File: src/rtl/bus_exchanger_pkg.sv
package bus_exchanger_pkg;
   localparam int unsigned DEF_NARROW_W = 12;
   localparam int unsigned DEF_LO_STAGES = 2;

   typedef struct packed {
      logic a_drive;
      logic b_drive;
      logic pick_lo;
   } ctl_state_t;
endpackage

File: src/rtl/bx_stage_reg.sv
module bx_stage_reg #(
   parameter int unsigned W = 12,
   parameter int unsigned STAGES = 1
) (
   input  logic         clk,
   input  logic         rst,
   input  logic         load_n,
   input  logic [W-1:0] d,
   output logic [W-1:0] q
);
   localparam int unsigned LAST = STAGES - 1;

   initial begin
      assert (W > 0) else $error("W must be positive");
      assert (STAGES > 0) else $error("STAGES must be positive");
   end

   logic [W-1:0] pipe [STAGES];

   generate
      for (genvar s = 0; s < STAGES; s++) begin : g_stage
         if (s == 0) begin : g_first
            always_ff @(posedge clk) begin
               if (rst) pipe[s] <= '0;
               else if (!load_n) pipe[s] <= d;
            end
         end else begin : g_next
            always_ff @(posedge clk) begin
               if (rst) pipe[s] <= '0;
               else if (!load_n) pipe[s] <= pipe[s-1];
            end
         end
      end
   endgenerate

   assign q = pipe[LAST];

   AST_HOLD_WHEN_OFF: assert property (@(posedge clk) disable iff (rst)
      load_n |=> $stable(q));
endmodule

File: src/rtl/bx_ctl_reg.sv
module bx_ctl_reg
   import bus_exchanger_pkg::*;
(
   input  logic       clk,
   input  logic       rst,
   input  logic       oe_a_n,
   input  logic       oe_b_n,
   input  logic       sel_hi,
   output ctl_state_t ctl
);
   always_ff @(posedge clk) begin
      if (rst) begin
         ctl <= '{a_drive: 1'b0, b_drive: 1'b0, pick_lo: 1'b0};
      end else begin
         ctl.a_drive <= ~oe_a_n;
         ctl.b_drive <= ~oe_b_n;
         ctl.pick_lo <= sel_hi;
      end
   end

   AST_A_OE_REG: assert property (@(posedge clk) disable iff (rst)
      1'b1 |=> (ctl.a_drive == !$past(oe_a_n)));
   AST_B_OE_REG: assert property (@(posedge clk) disable iff (rst)
      1'b1 |=> (ctl.b_drive == !$past(oe_b_n)));
endmodule

File: src/rtl/bus_exchanger.sv
module bus_exchanger
   import bus_exchanger_pkg::*;
#(
   parameter int unsigned NARROW_W  = DEF_NARROW_W,
   parameter int unsigned LO_STAGES = DEF_LO_STAGES
) (
   input  logic                clk,
   input  logic                rst,
   input  logic                oe_a_n,
   input  logic                oe_b_n,
   input  logic                lo_load_n,
   input  logic                hi_load_n,
   input  logic                blo_load_n,
   input  logic                bhi_load_n,
   input  logic                sel_hi,
   input  logic [NARROW_W-1:0] a_in,
   output logic [NARROW_W-1:0] a_out,
   output logic                a_oe,
   input  logic [NARROW_W-1:0] b_lo_in,
   input  logic [NARROW_W-1:0] b_hi_in,
   output logic [NARROW_W-1:0] b_lo_out,
   output logic [NARROW_W-1:0] b_hi_out,
   output logic                b_oe
);
   localparam int unsigned HI_STAGES = LO_STAGES - 1;

   initial begin
      assert (LO_STAGES >= 2) else $error("lower path needs at least two stages");
   end

   ctl_state_t ctl;
   logic [NARROW_W-1:0] blo_q, bhi_q;

   bx_ctl_reg i_ctl (
      .clk(clk), .rst(rst), .oe_a_n(oe_a_n), .oe_b_n(oe_b_n),
      .sel_hi(sel_hi), .ctl(ctl)
   );

   bx_stage_reg #(.W(NARROW_W), .STAGES(LO_STAGES)) i_a2lo (
      .clk(clk), .rst(rst), .load_n(lo_load_n), .d(a_in), .q(b_lo_out)
   );
   bx_stage_reg #(.W(NARROW_W), .STAGES(HI_STAGES)) i_a2hi (
      .clk(clk), .rst(rst), .load_n(hi_load_n), .d(a_in), .q(b_hi_out)
   );
   bx_stage_reg #(.W(NARROW_W), .STAGES(1)) i_lo2a (
      .clk(clk), .rst(rst), .load_n(blo_load_n), .d(b_lo_in), .q(blo_q)
   );
   bx_stage_reg #(.W(NARROW_W), .STAGES(1)) i_hi2a (
      .clk(clk), .rst(rst), .load_n(bhi_load_n), .d(b_hi_in), .q(bhi_q)
   );

   assign a_out = ctl.pick_lo ? blo_q : bhi_q;
   assign a_oe  = ctl.a_drive;
   assign b_oe  = ctl.b_drive;

   AST_HI_CAPTURE: assert property (@(posedge clk) disable iff (rst)
      !hi_load_n |=> (b_hi_out == $past(a_in)));
   AST_LO_CAPTURE: assert property (@(posedge clk) disable iff (rst)
      !blo_load_n |=> (blo_q == $past(b_lo_in)));
   AST_SEL_PICK: assert property (@(posedge clk) disable iff (rst)
      (sel_hi && blo_load_n) |=> (a_out == $past(blo_q)));
endmodule

File: config.mk
export PLATFORM = sky130hd
export DESIGN_NAME = bus_exchanger
export DESIGN_NICKNAME = d
export VERILOG_FILES = /design/src/rtl/bus_exchanger_pkg.sv /design/src/rtl/bx_stage_reg.sv /design/src/rtl/bx_ctl_reg.sv /design/src/rtl/bus_exchanger.sv
export SDC_FILE = /design/constraint.sdc
export NUM_CORES = 1
export LEC_CHECK = 0
export BUFFER_PORTS_ARGS = -buffer_cell sky130_fd_sc_hd__buf_4
export CAP_MARGIN = 30
export CORE_MARGIN = 5
export CORE_UTILIZATION = 52
export CTS_BUF_LIST = sky130_fd_sc_hd__clkbuf_8 sky130_fd_sc_hd__clkbuf_16
export CTS_CLUSTER_DIAMETER = 30
export DETAILED_ROUTE_END_ITERATION = 12
export GPL_ROUTABILITY_DRIVEN = 0
export GPL_TIMING_DRIVEN = 0
export PLACE_DENSITY = 0.76
export SYNTH_ARGS = -nofsm -noshare
export SYNTH_HDL_FRONTEND = slang
export SYNTH_HIERARCHICAL = 1
export SYNTH_SLANG_ARGS = --single-unit
File: constraint.sdc
create_clock -name clk -period 1.6 [get_ports clk]
set_input_delay 0.16 -clock clk [delete_from_list [all_inputs] [get_ports clk]]
set_output_delay 0.16 -clock clk [all_outputs]
set_load 0.005 [all_outputs]
==> metrics.txt <==
leak pwr 0.00151 uW; status complete, no violations; RSZ-0062 raised after global routing no; distinct cell type count after synthesis 12; Reg2Reg Capture Point i_a2lo/pipe[1][6]$_SDFFCE_PN0P_; commonest cells in the netlist edfxtp_1, nor3b_2, buf_6; synthesized area about 3000 um^2; Finish-stage setup viols 0; DR WL/cell 15.6 um; share of post-route cells with drive strength above 1 0.665; multi-input logic area around 910 um^2; row count 27; most common cell in the netlist edfxtp_1; Worst VDD drop roughly 0.7 mV; CTS sink cnt 63; Min-Delay Path Class input pin to register; setup bufs post-CTS 0; Max Buffers Root-to-Sink 2; initial DRC count between 50 and 60; syn avg cell area 18.8 um^2; Worst Hold Path Cells 2; DRC errors left 0; final worst slack a little over 0.08 ns; Max-Cap Viols 0; clock insertion delay at the later pin of the skew report between 0.3 and 0.4 ns; Synth Net Count 200; origin of the critical flop-to-flop path i_a2lo/pipe[0][6]$_SDFFCE_PN0P_; GRT Residual Overflow 0; Num CTS Buffers 9; Die Y-Extent between 80 and 90 um; XOR/XNOR Fraction of Synth Area 0; Post-synth EDFFs 60; R2R Setup Slk approximately 0.84 ns; crit path launch type register; Post-DP Area 3620 um^2; final hold vios 0; initial antenna violation count 0; kind of critical path register to primary output; slew margin rel. 0.381; max frequency around 660 MHz; drt pass-1 iters 4; main flop type after synthesis edfxtp_1; via count roughly 1600; core area 5470 um^2; Ports 83; Synth Area in Adders 0; final core utilization 0.693; CP Launch Point i_ctl/ctl[0]$_SDFF_PP0_; Crit path arrival time approximately 1.4 ns; fin. max-slew vios 0; Critical Path Sink Type primary output; port bufs 81; Least-Margin Pin Slew 0.928 ns; clock slew at reported path FFs ~0.060 ns; Initial Util 0.533; GR Util All Layers 0.151; filler instances 404; CTS tree built; Final ANT Viol Nets 0; Seq/Total Area, Yosys 0.638; synthesized instance count around 160; simple-gate share of the synthesized area 0.254; vias in the first global route 1668; asr flop ratio synth 0; clock skew a little under 0.006 ns; Cell Pwr Density about 940 nW/um^2; fin crit share 0.949; Seq cells post-synth 63; Area growth, synth to finish 29.9%; top cell type's share of synthesized area 0.617; FF/Latch Area roughly 1900 um^2; worst setup path endpoint a_out[0]; final worst path period need approximately 1.5 ns; vias per inst a little under 5; top cells by area, synth edfxtp_1, nor3b_2, mux2_4; largest net degree at the start of global routing 25; first-pass GRT wire length between 8 and 9 mm; Die Area around 7200 um^2; Die Span X approximately 85 um; total wire length between 5 and 6 mm; post-synthesis mux area share 0.0592; post-placement worst setup slack -0.0736 ns; HPWL after detailed placement around 3.7 mm; Final Instance Area between 3000 and 4000 um^2; Nets slightly below 300; Synth Area in Compound Gates 0; critical-path maximum fanout 10; n_diodes 0; H-tree depth 3; synth warn 6; CP required roughly 1.4 ns; most area-hungry cell type in the Yosys netlist edfxtp_1; worst r2r path cells 1; largest family of logic cells by synthesized area simple AND/OR/NAND/NOR gates; clk root buf clkbuf_8
-- what timing repair did --
action,CTS,global route
hold endpoints to repair,2,0
hold buffers,2,0
gates resized for setup,0,0
-- where the power goes --
group	total [uW]	switching (uW)	internal, uW
sequential	1980	34.1	1940
clock	1090	555	533
combinational	488	191	297
-- placed cells by master (no fill, tap or decap) --
cell type / netlist / final
nor3b_2: 50 / 50
nor2b_1: 1 / 1
mux2_2: 2 / 2
buf_4: 1 / 82
mux2_4: 10 / 10
clkbuf_8: 0 / 9
nor2_1: 2 / 2
or2b_1: 1 / 1
clkinv_1: 0 / 2
dfxtp_1: 3 / 3
buf_6: 12 / 12
dlygate4sd3_1: 0 / 2
edfxtp_1: 60 / 60
nor3b_1: 10 / 10
nand2b_1: 3 / 3
inv_1: 0 / 1
clkinv_2: 0 / 4
-- through the flow --
stage          total power, uW  hold WS (ns)  cells  setup TNS (ns)
5_1_grt                   3720        0.0619    326               0
4_1_cts                   3600        0.0244    326               0
2_1_floorplan             2240         0.227    155               0
3_5_place_dp              2500         0.314    308           -1.74
6_report                  3550        0.0392    326               0
3_3_place_gp              2500         0.313    308           -1.72
-- routing by layer --
metal  track usage  up-vias  routed length, um  share of wire
li1              -      780                  -              -
met1         0.194      754               2240           0.44
met2         0.225       55               2370           0.46
met3        0.0485       10                375          0.074
met4        0.0863        0                115          0.023
met5             0        -                  0              0
-- worst min-delay path by stage --
stage	end	startpoint	slack [ns]
5_1_grt	i_ctl/ctl[0]$_SDFF_PP0_	sel_hi	0.06
3_3_place_gp	i_ctl/ctl[1]$_SDFF_PP0_	oe_b_n	0.31
2_1_floorplan	i_ctl/ctl[1]$_SDFF_PP0_	oe_b_n	0.23
6_report	i_ctl/ctl[0]$_SDFF_PP0_	sel_hi	0.04
4_1_cts	i_ctl/ctl[0]$_SDFF_PP0_	sel_hi	0.02
3_5_place_dp	i_ctl/ctl[1]$_SDFF_PP0_	oe_b_n	0.31
-- flip-flops by register name, summed over array words and instances, names as in the netlist --
| name | flops |
|---|---|
| i_lo2a/pipe | 12 |
| i_ctl/ctl | 3 |
| i_a2lo/pipe | 24 |
| i_a2hi/pipe | 12 |
| i_hi2a/pipe | 12 |
-- critical path, cell delays in order (launching register included) --
cell     delay (ns)
dfxtp_1        0.38
buf_6          0.20
mux2_4         0.32
buf_4          0.14
-- layout make-up --
cell class,instances,area share
Buffer,13,0.0376
Timing Repair Buffer,83,0.166
Multi-Input combinational cell,79,0.241
Tap cell,72,0.0238
Clock inverter,7,0.00825
Sequential cell,63,0.491
Clock buffer,9,0.0327
-- cells by family after synthesis --
family	Yosys count
buf+inv	13
mux	12
flops	63
simple gates	67
Note: power is estimated with default switching activity, not from simulation.
